$ cat config.mk
export PLATFORM = sky130hd
export DESIGN_NAME = tlb_sync_snooper
export DESIGN_NICKNAME = d
export VERILOG_FILES = /design/src/rtl/snoop_pkg.sv /design/src/rtl/snoop_decode.sv /design/src/rtl/stale_tracker.sv /design/src/rtl/retry_gen.sv /design/src/rtl/tlb_sync_snooper.sv
export SDC_FILE = /design/constraint.sdc
export NUM_CORES = 1
export LEC_CHECK = 0
export CAP_MARGIN = 20
export CORE_ASPECT_RATIO = 1.75
export CORE_MARGIN = 2
export CORE_UTILIZATION = 33
export CTS_BUF_LIST = sky130_fd_sc_hd__clkbuf_4
export CTS_CLUSTER_SIZE = 16
export DETAILED_ROUTE_END_ITERATION = 6
export PLACE_DENSITY = 0.65
export RECOVER_POWER = 100
export SLEW_MARGIN = 30
export SYNTH_ARGS = -nofsm -noshare
export SYNTH_HDL_FRONTEND = slang
export SYNTH_SLANG_ARGS = --single-unit
$ cat constraint.sdc
create_clock -name clk -period 2.55 [get_ports clk]
set_clock_uncertainty 0.2 [all_clocks]
set_input_delay 0.765 -clock clk [delete_from_list [all_inputs] [get_ports clk]]
set_output_delay 0.765 -clock clk [all_outputs]
set_load 0.02 [all_outputs]
$ cat src/rtl/snoop_pkg.sv
package snoop_pkg;
  typedef enum logic [2:0] {
    TT_OTHER   = 3'd0,
    TT_TLBINV  = 3'd1,
    TT_SYNC    = 3'd2,
    TT_TLBSYNC = 3'd3
  } txn_t;
endpackage

$ cat src/rtl/snoop_decode.sv
module snoop_decode
  import snoop_pkg::*;
#(
  parameter int IDX_W = 8
) (
  input  logic             clk,
  input  logic             rst,
  input  logic             ts_valid,
  input  logic [2:0]       ts_type,
  input  logic [IDX_W-1:0] ts_idx,
  output logic             s_vld,
  output logic [2:0]       s_type,
  output logic             inv_strobe,
  output logic [IDX_W-1:0] inv_index
);
  logic is_inv;
  assign is_inv = ts_valid && (ts_type == TT_TLBINV);

  always_ff @(posedge clk) begin
    if (rst) begin
      s_vld      <= 1'b0;
      s_type     <= TT_OTHER;
      inv_strobe <= 1'b0;
      inv_index  <= '0;
    end else begin
      s_vld      <= ts_valid;
      s_type     <= ts_valid ? ts_type : TT_OTHER;
      inv_strobe <= is_inv;
      inv_index  <= is_inv ? ts_idx : '0;
    end
  end

  // strobe only after an invalidate start
  a_r2_inv_follows_start: assert property (@(posedge clk) disable iff (rst)
    inv_strobe |-> $past(ts_valid && ts_type == TT_TLBINV));
  // index taken from the address of that start
  a_r2_inv_index: assert property (@(posedge clk) disable iff (rst)
    inv_strobe |-> inv_index == $past(ts_idx));
endmodule

$ cat src/rtl/stale_tracker.sv
module stale_tracker #(
  parameter int IDX_W   = 8,
  parameter int OP_ID_W = 2
) (
  input  logic               clk,
  input  logic               rst,
  input  logic               op_alloc,
  input  logic [OP_ID_W-1:0] op_alloc_id,
  input  logic [IDX_W-1:0]   op_alloc_idx,
  input  logic               op_done,
  input  logic [OP_ID_W-1:0] op_done_id,
  input  logic               inv_strobe,
  input  logic [IDX_W-1:0]   inv_index,
  output logic               any_stale
);
  localparam int NUM_OPS = 1 << OP_ID_W;

  logic             vld [NUM_OPS];
  logic             stl [NUM_OPS];
  logic [IDX_W-1:0] idx [NUM_OPS];

  for (genvar i = 0; i < NUM_OPS; i++) begin : g_ent
    logic hit_alloc, hit_done;
    assign hit_alloc = op_alloc && (op_alloc_id == OP_ID_W'(i));
    assign hit_done  = op_done  && (op_done_id  == OP_ID_W'(i));

    always_ff @(posedge clk) begin
      if (rst) begin
        vld[i] <= 1'b0;
        stl[i] <= 1'b0;
        idx[i] <= '0;
      end else if (hit_alloc) begin
        vld[i] <= 1'b1;
        idx[i] <= op_alloc_idx;
        stl[i] <= inv_strobe && (inv_index == op_alloc_idx);
      end else if (hit_done) begin
        vld[i] <= 1'b0;
        stl[i] <= 1'b0;
      end else if (vld[i] && inv_strobe && (inv_index == idx[i])) begin
        stl[i] <= 1'b1;
      end
    end

    // completion clears the mark
    a_r8_done_clears: assert property (@(posedge clk) disable iff (rst)
      (hit_done && !hit_alloc) |=> !stl[i]);
    // a mark appears only after an invalidate
    a_r7_mark_needs_inv: assert property (@(posedge clk) disable iff (rst)
      $rose(stl[i]) |-> $past(inv_strobe));
  end

  always_comb begin
    any_stale = 1'b0;
    for (int k = 0; k < NUM_OPS; k++) any_stale |= vld[k] && stl[k];
  end
endmodule

$ cat src/rtl/retry_gen.sv
module retry_gen
  import snoop_pkg::*;
#(
  parameter bit SYNC_SNOOP       = 1'b1,
  parameter bit SYNC_STALE_RETRY = 1'b1
) (
  input  logic       clk,
  input  logic       rst,
  input  logic       s_vld,
  input  logic [2:0] s_type,
  input  logic       cache_snoop_pend,
  input  logic       any_stale,
  output logic       artry
);
  logic need;

  always_comb begin
    need = 1'b0;
    if (SYNC_SNOOP && s_vld) begin
      case (s_type)
        TT_SYNC:    need = cache_snoop_pend || (SYNC_STALE_RETRY && any_stale);
        TT_TLBSYNC: need = any_stale;
        default:    need = 1'b0;
      endcase
    end
  end

  always_ff @(posedge clk) begin
    if (rst) artry <= 1'b0;
    else     artry <= need;
  end

  // invalidates never draw a retry
  a_r3_inv_no_retry: assert property (@(posedge clk) disable iff (rst)
    (s_vld && s_type == TT_TLBINV) |=> !artry);
  // clean table means no TLBSYNC retry
  a_r6_tlbsync_clean: assert property (@(posedge clk) disable iff (rst)
    (s_vld && s_type == TT_TLBSYNC && !any_stale) |=> !artry);
  // a SYNC with pending cache snoops is retried
  a_r4_sync_pend: assert property (@(posedge clk) disable iff (rst)
    (s_vld && s_type == TT_SYNC && cache_snoop_pend && SYNC_SNOOP) |=> artry);

  if (!SYNC_SNOOP) begin : g_nosnoop
    // sync types are ignored in this variant
    a_r9_no_sync_retry: assert property (@(posedge clk) disable iff (rst)
      (s_vld && (s_type == TT_SYNC || s_type == TT_TLBSYNC)) |=> !artry);
  end
endmodule

$ cat src/rtl/tlb_sync_snooper.sv
module tlb_sync_snooper #(
  parameter int ADDR_W           = 32,
  parameter int IDX_LSB          = 12,
  parameter int IDX_W            = 8,
  parameter int OP_ID_W          = 2,
  parameter bit SYNC_SNOOP       = 1'b1,
  parameter bit SYNC_STALE_RETRY = 1'b1
) (
  input  logic               clk,
  input  logic               rst,
  input  logic               ts_valid,
  input  logic [2:0]         ts_type,
  input  logic [ADDR_W-1:0]  ts_addr,
  input  logic               cache_snoop_pend,
  input  logic               op_alloc,
  input  logic [OP_ID_W-1:0] op_alloc_id,
  input  logic [IDX_W-1:0]   op_alloc_idx,
  input  logic               op_done,
  input  logic [OP_ID_W-1:0] op_done_id,
  output logic               inv_strobe,
  output logic [IDX_W-1:0]   inv_index,
  output logic               artry
);
  logic [IDX_W-1:0] ts_idx;
  logic             s_vld, any_stale;
  logic [2:0]       s_type;
  logic             unused_addr;

  assign ts_idx      = ts_addr[IDX_LSB +: IDX_W];
  assign unused_addr = ^ts_addr;

  snoop_decode #(.IDX_W(IDX_W)) u_dec (
    .clk(clk), .rst(rst), .ts_valid(ts_valid), .ts_type(ts_type),
    .ts_idx(ts_idx), .s_vld(s_vld), .s_type(s_type),
    .inv_strobe(inv_strobe), .inv_index(inv_index)
  );

  stale_tracker #(.IDX_W(IDX_W), .OP_ID_W(OP_ID_W)) u_trk (
    .clk(clk), .rst(rst), .op_alloc(op_alloc), .op_alloc_id(op_alloc_id),
    .op_alloc_idx(op_alloc_idx), .op_done(op_done), .op_done_id(op_done_id),
    .inv_strobe(inv_strobe), .inv_index(inv_index), .any_stale(any_stale)
  );

  retry_gen #(.SYNC_SNOOP(SYNC_SNOOP), .SYNC_STALE_RETRY(SYNC_STALE_RETRY)) u_rty (
    .clk(clk), .rst(rst), .s_vld(s_vld), .s_type(s_type),
    .cache_snoop_pend(cache_snoop_pend), .any_stale(any_stale), .artry(artry)
  );

  // one retry pulse per transaction when starts are spaced apart
  a_r10_retry_single: assert property (@(posedge clk) disable iff (rst)
    (artry && !$past(ts_valid)) |=> !artry);
  // outputs quiet in the first cycle out of reset
  a_r1_quiet_after_reset: assert property (@(posedge clk)
    $past(rst) |-> (!artry && !inv_strobe));
endmodule

### After elaboration in Yosys (flattened, before gate mapping)

Memories as Yosys holds them, arrays and structs flattened.
Index checks and enable logic that the tools add are counted.

* eq/ne operators: 14
* multiplexer cells: 75
* bitwise logic cells: 30
* reduce and logical (&&, ||, !) cells: 28

Operator list (number)
* $mux 1: 70
* $eq 8x8->1: 5
* $mux 8: 4
* $or 1x1->1: 27
* $logic_and 1x1->1: 22
* $eq 2x2->1 const B: 4
* $eq 3x2->1 const B: 2
* $reduce_or 2->1: 3
* $eq 2x1->1 const B: 2
* $logic_not 2->1: 2
* $eq 3x1->1 const B: 1
* $not 1->1: 3
* $pmux 1 s2: 1
* $logic_or 1x1->1: 1

* bits in registers: 14
* memory bits (writable): 40
* input bits: 53
* output and inout bits: 10
* logic and storage cells: 155
* memories kept: 3

Memory list
* u_trk.idx: words 4, width 8, rd ports 4, clocked after memory_dff 0, write ports 4, line stale_tracker.sv:20 `logic [IDX_W-1:0] idx [NUM_OPS];`
* u_trk.stl: words 4, width 1, rd ports 4, clocked after memory_dff 0, write ports 4, line stale_tracker.sv:19 `logic stl [NUM_OPS];`
* u_trk.vld: words 4, width 1, rd ports 4, clocked after memory_dff 0, write ports 4, line stale_tracker.sv:18 `logic vld [NUM_OPS];`

### Logic depth before layout (Yosys ltp)

Gate-level depths: netlist of run 1.

* depth in word-level cells: 8
* gate-level depth with buffers: 5
* depth with buffers taken out: 4

### Hierarchy

From an unflattened synthesis of run 1, not the netlist that was laid out.

* cells, all modules: 216
* area, all modules: 2663.8 sq um

By module, submodules not included
* stale_tracker: times used 1, cells an instance 176, area each 2164.6 sq um, seq. area each 1201.2 sq um
* snoop_decode: times used 1, cells an instance 36, area each 457.9 sq um, seq. area each 260.2 sq um
* retry_gen: times used 1, cells an instance 4, area each 41.3 sq um, seq. area each 20.0 sq um

### Worst setup path before layout of run 1

OpenSTA, ideal clock, no wires.

* path kind: in2reg
* start: input op_alloc
* end: memory u_trk.stl[1], enable pin
* library setup time: 0.293 ns
* data arrival time: 1.521 ns
* data required time: 2.057 ns
* path slack: 0.536 ns
* stages: 4
* buffers on the path: 0
* path through: and3b_2 -> a311oi_1 -> nand4_1 -> nand2_1

RTL lines
* start, declared: line tlb_sync_snooper.sv:15 `input logic op_alloc,`
* end, declared: line stale_tracker.sv:19

==> results of run 1 <==
layout make-up:
type,instances,area (um^2)
Clock buffer,5,37.54
Timing Repair Buffer,72,618.1
Sequential cell,54,1483
Multi-Input combinational cell,138,987.2
Fill cell,740,4255
Inverter,7,26.28
Antenna cell,1,2.502
Tap cell,88,110.1
Clock inverter,3,47.55
power groups by stage:
stage	registers (mW)	clock network, mW	logic, mW
after global placement	1.04	0	0.207
after detailed placement	1.04	0	0.209
after global routing	1.02	0.534	0.213
after floorplan	1.03	0	0.0862
final	1.02	0.495	0.194
after CTS	1.02	0.514	0.210
cell usage after synthesis (3+ instances only):
master and instances:
edfxtp_1 40, dfxtp_1 14, nand2_1 6, xor2_1 29, inv_1 7, clkbuf_1 4
buf_2 5, nor3_1 3, nand4_1 5, nand3_1 6, xnor2_1 11, and2_1 36
nor4_1 4, and3_1 11
per-layer routing:
layer | routed length (um) | track usage, % | up-vias | share of wire, %
met4 | 318 | 9.670 | 0 | 5.4
met1 | 2042 | 14.46 | 814 | 35
met5 | 0 | 0 | - | 0
met2 | 3337 | 27.51 | 42 | 57
met3 | 176 | 2.492 | 21 | 3.0
li1 | - | - | 866 | -
cells in the final DEF, fill, tap and decap left out, types with 11 or more instances in the layout:
master / netlist / layout
xnor2_1: 11 / 11
dlygate4sd3_1: 0 / 11
xor2_1: 29 / 29
clkdlybuf4s50_1: 0 / 27
dfxtp_1: 14 / 13
and2_1: 36 / 11
and3_1: 11 / 11
buf_4: 0 / 23
and2_0: 0 / 25
edfxtp_1: 40 / 40
flip-flops by register name, summed over array words and instances (netlist names):
register,cells
u_trk.idx,32
u_dec.inv_index,8
u_trk.stl,4
u_trk.vld,4
u_dec.s_type,3
u_dec.inv_strobe,1
u_dec.s_vld,1
u_rty.artry,1
through the flow:
| stage | area [um^2] | utilization, % | setup slack [ns] |
|---|---|---|---|
| after floorplan | 2581 | - | 0.5359 |
| after global placement | 3289 | 43.47 | -0.07163 |
| after detailed placement | 3289 | 43.47 | -0.05967 |
| after CTS | 3376 | 44.61 | 0.08014 |
| after global routing | 3312 | 43.77 | 0.03533 |
| final | 3312 | 43.77 | 0.1072 |
cell families (layout without fill, tap and decap cells):
family	after synthesis	after routing	synth area share [%]
buf+inv	18	87	3.441
simple gates	85	85	20.94
flops	54	54	57.39
compound gates	13	13	4.654
xor+xnor	40	40	13.57
other cells	0	1	0
worst register-to-register path, stage by stage (launching register included):
cell     delay, ns
dfxtp_1       0.35
buf_4         0.16
xor2_1        0.17
nor4_2        0.34
nand4_1       0.27
o21ai_0       0.22
worst min path at each step:
stage	end	slack, ns	depth (start not counted)
2_1_floorplan	u_rty.artry$_SDFF_PP0_	0.17	1
3_3_place_gp	u_rty.artry$_SDFF_PP0_	0.19	1
3_5_place_dp	u_rty.artry$_SDFF_PP0_	0.19	1
4_1_cts	u_rty.artry$_SDFF_PP0_	0.21	1
5_1_grt	u_rty.artry$_SDFF_PP0_	0.24	1
6_report	u_rty.artry$_SDFF_PP0_	0.20	1
==> flow_summary.json, run 1 <==
{
  "status": "finished clean",
  "placed_cells": 359,
  "gp_congestion": 0.8821,
  "row_count": 42,
  "setup.worst_path.start": "op_alloc_id[1]",
  "slowest_delay_ns": 0.56,
  "synth.distinct_cells": 38,
  "dieArea_um2": 8573,
  "start_util_pct": 34.11,
  "grt_max_degree": 19,
  "ant_nets": 0,
  "dpl.hpwl_mm": 4.708,
  "ys_async_sr_fraction_pct": 0,
  "worstMarginPinSlew_ns": 0.6473,
  "path_buf_inv": 4,
  "coreArea_um2": 7567,
  "syn_area_per_cell_um2": 12.29,
  "cp_cell_sequence": "dlygate4sd3_1, clkbuf_1, nor2_1, a21oi_1, inv_1, dlymetal6s2s_1",
  "min_from": "u_dec.s_type[2]$_SDFF_PP0_",
  "clock_sinks": 54,
  "cts.path.max_buffers": 2,
  "cts_tree": "yes",
  "timing.rr.end": "u_trk.stl[1]$_DFFE_PP_",
  "io_buffer_count": 38,
  "syn_area_um2": 2581,
  "cts_resized": 1,
  "slew-limit-headroom_pct": 56.85,
  "num_vias": 1743,
  "cp_slowest_cell": "dlygate4sd3_1",
  "drtPass1Iterations": 5,
  "cp_data_arrival_time_ns": 2.33,
  "grt_pass1_vias": 1815,
  "yosys_warnings": 0,
  "power_mw": 1.707,
  "max_freq_mhz": 409.4,
  "worstSetupPathType": "primary input to flip-flop",
  "worstHoldPathType": "flip-flop to flip-flop",
  "synth_top_area_cell": "edfxtp_1",
  "drt-total-wl_mm": 5.875,
  "combPwrFrac_pct": 11.4,
  "critPathLaunchType": "primary input",
  "wl_per_cell_um": 15.96,
  "ios": 63,
  "rsz0062_at_grt": "false",
  "yosysSeqAreaShare_pct": 57.39,
  "post-cts-setup-buffers": 0,
  "synth_top_area_share_pct": 46.53,
  "dieWidth_um": 70.86,
  "antenna_found_initial": 1,
  "syn2layout_area_growth_pct": 28.31,
  "layout_min_cycle_time_ns": 2.443,
  "clock_power_share_pct": 29.0,
  "clk_latency_ns": 0.40,
  "worstReg2RegStart": "u_dec.inv_index[7]$_SDFF_PP0_",
  "ir_drop_uv": 273.0,
  "crit_path_end": "u_trk.idx[0][6]$_SDFFCE_PP0P_",
  "crit_family": "buffers and inverters",
  "report.final.hold_viol_count": 0,
  "finalSetupViolCount": 0,
  "path_clk_slew_ns": 0.16,
  "internal_power_mw": 1.312,
  "r2r_cells": 5,
  "synth-edff-count": 40,
  "switching_share_pct": 23.14,
  "overflow": 0,
  "drc": 0,
  "seq_power_share_pct": 59.6,
  "clockRootBuffer": "clkbuf_4",
  "cp.depth": 6,
  "p_leak_nw": 1.361,
  "vias_per_cell": 4.736,
  "layout.nets": 331,
  "period_share_pct": 95.79,
  "maxCapViolCount": 0,
  "synth_area_leaders": "edfxtp_1, dfxtp_1, xor2_1",
  "cp-end-kind": "flip-flop",
  "grt_usage_pct": 14.75,
  "fin_setup_tns_ns": 0,
  "crit_fanout": 8,
  "maxSlewViolCount": 0,
  "cts_hold_buf": 0,
  "die_h_um": 121.0,
  "cts.htree.levels": 2,
  "netSwitchingPower_mw": 0.3949,
  "ys.flop_type": "edfxtp_1",
  "cp.required_ns": 2.44,
  "cts_buffers": 5,
  "grt_pass1_wl_mm": 9.239,
  "fin_cells": 368,
  "drive_above_1_share_pct": 15.41,
  "ys_ff_latch": 54,
  "syn_nets": 263,
  "hold_ws_ns": 0.2046,
  "power_per_cell_area_nw_per_um2": 515.4,
  "synthCells": 210,
  "drtIter0Drc": 87,
  "r2r_setup_slack_ns": 0.67
}
(Power assumes the default switching activity.)
==> run 2: changes to the inputs <==
--- a/config.mk
+++ b/config.mk
@@ -7,11 +7,11 @@
 export LEC_CHECK = 0
 export CAP_MARGIN = 20
 export CORE_ASPECT_RATIO = 1.75
-export CORE_MARGIN = 2
 export CORE_UTILIZATION = 33
 export CTS_BUF_LIST = sky130_fd_sc_hd__clkbuf_4
 export CTS_CLUSTER_SIZE = 16
 export DETAILED_ROUTE_END_ITERATION = 6
+export GPL_ROUTABILITY_DRIVEN = 0
 export PLACE_DENSITY = 0.65
 export RECOVER_POWER = 100
 export SLEW_MARGIN = 30
==> flow_summary.json, run 2 (synthesized netlist as in run 1, its figures left out) <==
{
  "overflow": 0,
  "cp_slowest_cell": "dlygate4sd3_1",
  "fin_ws_ns": 0.09937,
  "largest_reg_flops": 32,
  "clk_latency_ns": 0.40,
  "post-cts-setup-buffers": 0,
  "cts_buffers": 5,
  "place_area_um2": 3304,
  "r2r_cells": 5,
  "row_count": 42,
  "die_h_um": 119.0,
  "cts_tree": "yes",
  "clock_sinks": 54,
  "largest-register": "u_trk.idx",
  "final_cell_mix": "edfxtp_1, xor2_1, clkdlybuf4s50_1, buf_4, and2_0",
  "path_buf_inv": 4,
  "met3_usage_pct": 3.161,
  "cp_data_arrival_time_ns": 2.32,
  "grt_usage_pct": 15.43,
  "holdPathEnd": "u_rty.artry$_SDFF_PP0_",
  "finalSetupViolCount": 0,
  "drt-total-wl_mm": 5.773,
  "r2r_setup_slack_ns": 0.75,
  "whs_path_depth": 1,
  "status": "finished clean",
  "cts.htree.levels": 2,
  "top_regs": "u_trk.idx (32), u_dec.inv_index (8)",
  "report.final.hold_viol_count": 0,
  "critPathLaunchType": "primary input",
  "syn2layout_area_growth_pct": 28.36,
  "num_vias": 1766,
  "drc": 0,
  "cp_cell_sequence": "dlygate4sd3_1, buf_4, nor2_1, a21oi_1, inv_1, clkbuf_1",
  "crit_fanout": 8,
  "fin_util_pct": 43.78,
  "worstHoldPathType": "flip-flop to flip-flop",
  "wl_per_cell_um": 15.64,
  "layout.nets": 333,
  "met1_usage_pct": 14.83,
  "cp.required_ns": 2.42,
  "power_per_cell_area_nw_per_um2": 519.0,
  "ant_nets": 0,
  "drive_above_1_share_pct": 14.95,
  "drtIter0Drc": 50,
  "vias_per_cell": 4.786,
  "dpl.hpwl_mm": 4.633,
  "rsz0062_at_grt": "false",
  "finish.instance_area_um2": 3313,
  "antenna_found_initial": 0,
  "dieWidth_um": 68.86,
  "maxCapViolCount": 0,
  "grt_pass1_vias": 1847,
  "timing.rr.end": "u_trk.stl[1]$_DFFE_PP_",
  "dieArea_um2": 8193,
  "drtPass1Iterations": 4,
  "coreArea_um2": 7567,
  "min_from": "u_dec.s_type[2]$_SDFF_PP0_",
  "maxSlewViolCount": 0,
  "top_usage_layer": "met2",
  "mostFrequentLayoutCell": "edfxtp_1",
  "p_leak_nw": 1.361,
  "clockRootBuffer": "clkbuf_4",
  "ios": 63,
  "max_freq_mhz": 408.1,
  "layout_min_cycle_time_ns": 2.451,
  "n_fill_cell": 746,
  "path_clk_slew_ns": 0.18,
  "cp-end-kind": "flip-flop",
  "worstSetupPathType": "primary input to flip-flop",
  "pre_cts_ws_ns": -0.05353,
  "crit_family": "buffers and inverters",
  "slowest_delay_ns": 0.57,
  "cts.path.max_buffers": 2,
  "diodes": 0,
  "grt_pass1_wl_mm": 8.797,
  "slew-limit-headroom_pct": 54.08,
  "io_buffer_count": 38,
  "period_share_pct": 96.10,
  "worstMarginPinSlew_ns": 0.6888,
  "use_met2_pct": 27.61,
  "cts_hold_buf": 0,
  "grt_max_degree": 19,
  "start_util_pct": 34.11,
  "worstReg2RegStart": "u_dec.inv_index[7]$_SDFF_PP0_",
  "ir_drop_uv": 297.4
}
[run 2: cell count changes in the layout (fill, tap and decap cells not counted), sizes merged]
cell	delta
clkinvlp	+1
clkbuf	+2
dlymetal6s2s	-1
buf	+1
clkinv	-1
diode	-1
[run 2: repair_timing]
| item | 4_1_cts | 5_1_grt |
|---|---|---|
| endpoints found under the hold margin | 0 | 0 |
| setup endpoints to repair | 1 | 0 |
| resized for setup | 1 | 0 |
[run 2: layout make-up]
cell class / instances / area [um^2] / share of cell area (%)
inverter: 7 / 26.28 / 0.7931
sequential: 54 / 1483 / 44.75
timing repair buffer: 74 / 633.1 / 19.11
tap: 88 / 110.1 / 3.323
multi-input combinational: 138 / 974.7 / 29.42
clock buffer: 5 / 37.54 / 1.133
clock inverter: 3 / 48.80 / 1.473
[run 2: worst max path at each step]
stage / start / endpoint / slack [ns] / cells after the start
after floorplan: op_alloc / u_trk.stl[1]$_DFFE_PP_ / 0.54 / 4
after global placement: op_alloc_id[1] / u_trk.stl[1]$_DFFE_PP_ / -0.05 / 6
after detailed placement: op_alloc_id[1] / u_trk.stl[1]$_DFFE_PP_ / -0.05 / 6
after CTS: u_dec.inv_strobe$_SDFF_PP0_ / inv_strobe / 0.09 / 1
after global routing: op_alloc_id[0] / u_trk.idx[0][6]$_SDFFCE_PP0P_ / 0.04 / 6
final: op_alloc_id[0] / u_trk.idx[0][3]$_SDFFCE_PP0P_ / 0.1 / 6
[run 2: routing by layer]
| metal | share of wire (%) | up-vias |
|---|---|---|
| li1 | - | 872 |
| met2 | 56 | 56 |
| met4 | 5.3 | 0 |
| met3 | 3.8 | 19 |
| met1 | 35 | 819 |
| met5 | 0 | - |
[run 2: where the power goes]
part	switching [mW]	total, mW	leakage, nW	internal, mW
combinational	0.0915	0.195	0.805	0.104
sequential	0.0216	1.02	0.513	0.996
clock	0.294	0.506	0.0433	0.213
total	0.407	1.72	1.36	1.31
[run 2: stage by stage]
| step | total power [mW] | std cells | setup TNS [ns] | hold WS, ns |
|---|---|---|---|---|
| 6_report | 1.719 | 369 | 0 | 0.1921 |
| 5_1_grt | 1.779 | 369 | 0 | 0.2073 |
| 4_1_cts | 1.749 | 369 | 0 | 0.1910 |
| 3_5_place_dp | 1.247 | 361 | -0.2607 | 0.1840 |
| 3_3_place_gp | 1.243 | 361 | -0.3486 | 0.1867 |
| 2_1_floorplan | 1.121 | 210 | 0 | 0.1734 |
==> run 3: changes to the inputs <==
--- a/config.mk
+++ b/config.mk
@@ -14,6 +14,7 @@
 export GPL_ROUTABILITY_DRIVEN = 0
 export PLACE_DENSITY = 0.65
 export RECOVER_POWER = 100
+export SETUP_SLACK_MARGIN = 0.05
 export SLEW_MARGIN = 30
 export SYNTH_ARGS = -nofsm -noshare
 export SYNTH_HDL_FRONTEND = slang
==> flow_summary.json, run 3 (synthesized netlist as in run 1, its figures left out) <==
{
  "dieArea_um2": 8193,
  "cts.htree.levels": 2,
  "layout_min_cycle_time_ns": 2.388,
  "power_per_cell_area_nw_per_um2": 518.9,
  "clock_sinks": 54,
  "grt_usage_pct": 15.43,
  "cp.required_ns": 1.59,
  "row_count": 42,
  "dpl.hpwl_mm": 4.633,
  "cts_buffers": 5,
  "p_leak_nw": 1.361,
  "cp-end-kind": "primary output",
  "top_regs": "u_trk.idx (32), u_dec.inv_index (8)",
  "wl_per_cell_um": 15.68,
  "hold_ws_ns": 0.1924,
  "fin_ws_ns": 0.1619,
  "period_share_pct": 93.65,
  "die_h_um": 119.0,
  "crit_family": "buffers and inverters",
  "fin_util_pct": 43.87,
  "io_buffer_count": 38,
  "critPathLaunchType": "flip-flop",
  "drtPass1Iterations": 4,
  "cts_tree": "yes",
  "slew-limit-headroom_pct": 54.04,
  "worstSetupPathType": "flip-flop to primary output",
  "max_freq_mhz": 418.7,
  "coreArea_um2": 7567,
  "worstHoldPathType": "flip-flop to flip-flop",
  "clk_latency_ns": 0.40,
  "path_buf_inv": 1,
  "drt-total-wl_mm": 5.787,
  "post-cts-setup-buffers": 0,
  "vias_per_cell": 4.797,
  "maxSlewViolCount": 0,
  "power_mw": 1.723,
  "pre_cts_ws_ns": -0.05353,
  "cp_slowest_cell": "dlygate4sd3_1",
  "maxCapViolCount": 0,
  "rsz0062_at_grt": "false",
  "cts.path.max_buffers": 2,
  "num_vias": 1770,
  "setup.worst_path.start": "u_dec.inv_index[6]$_SDFF_PP0_",
  "layout.nets": 333,
  "worstReg2RegStart": "u_dec.inv_index[7]$_SDFF_PP0_",
  "ios": 63,
  "path_clk_slew_ns": 0.18,
  "grt_pass1_vias": 1847,
  "overflow": 0,
  "grt_pass1_wl_mm": 8.797,
  "drc": 0,
  "largest-register": "u_trk.idx",
  "min_from": "u_dec.s_type[2]$_SDFF_PP0_",
  "ir_drop_uv": 298.2,
  "fin_setup_tns_ns": 0,
  "worstMarginPinSlew_ns": 0.6894,
  "n_fill_cell": 745,
  "largest_reg_flops": 32,
  "report.final.hold_viol_count": 0,
  "finalSetupViolCount": 0,
  "drive_above_1_share_pct": 14.95,
  "status": "finished clean",
  "cp_cell_sequence": "dlygate4sd3_1",
  "start_util_pct": 34.11,
  "diodes": 0,
  "antenna_found_initial": 0,
  "grt_max_degree": 19,
  "syn2layout_area_growth_pct": 28.60,
  "final_cell_mix": "edfxtp_1, xor2_1, clkdlybuf4s50_1, buf_4",
  "cp_data_arrival_time_ns": 1.42,
  "clockRootBuffer": "clkbuf_4",
  "slowest_delay_ns": 0.67,
  "drtIter0Drc": 82,
  "ant_nets": 0,
  "dieWidth_um": 68.86,
  "crit_fanout": 2,
  "mostFrequentLayoutCell": "edfxtp_1"
}
run 3: changes by cell type in the layout (fill, tap and decap cells not counted), sizes merged:
cell         delta
dlygate4sd3     -1
clkbuf          +1
run 3: layout make-up:
class                   instances  area [um^2]  share of cell area (%)
flip-flops and latches         54         1483                   44.67
multi-input cells             138        974.7                   29.36
clock inverters                 3        48.80                   1.470
clock buffers                   5        37.54                   1.131
well taps                      88        110.1                   3.317
repair buffers                 74        639.4                   19.26
inverters                       7        26.28                  0.7916
run 3: power breakdown:
group | internal, mW | switching (mW)
registers | 0.996 | 0.0217
logic | 0.106 | 0.0924
clock network | 0.213 | 0.293
run 3: worst paths after layout:
| check | to | slack, ns | cells past startpoint |
|---|---|---|---|
| max reg2reg | u_trk.stl[1]$_DFFE_PP_ | 0.75 | 5 |
| min reg2reg | u_rty.artry$_SDFF_PP0_ | 0.19 | 1 |
| min | u_rty.artry$_SDFF_PP0_ | 0.19 | 1 |
| max | inv_index[6] | 0.16 | 1 |
run 3: timing repair:
action / in CTS / in global routing
endpoints found under the setup margin: 1 / 1
pin swaps: 0 / 0
hold buffers: 0 / 0
gates resized for setup: 1 / 1
run 3: routing by layer:
metal | global-route usage, % | up-vias | wire [um]
li1 | - | 871 | -
met1 | 14.83 | 829 | 2024
met2 | 27.61 | 51 | 3244
met3 | 3.161 | 19 | 209
met4 | 10.08 | 0 | 307
met5 | 0 | - | 0
run 3: through the flow:
stage                     area [um^2]  instances
after floorplan                  2581        210
after global placement           3304        361
after detailed placement         3304        361
after CTS                        3392        369
after global routing             3319        369
final                            3319        369
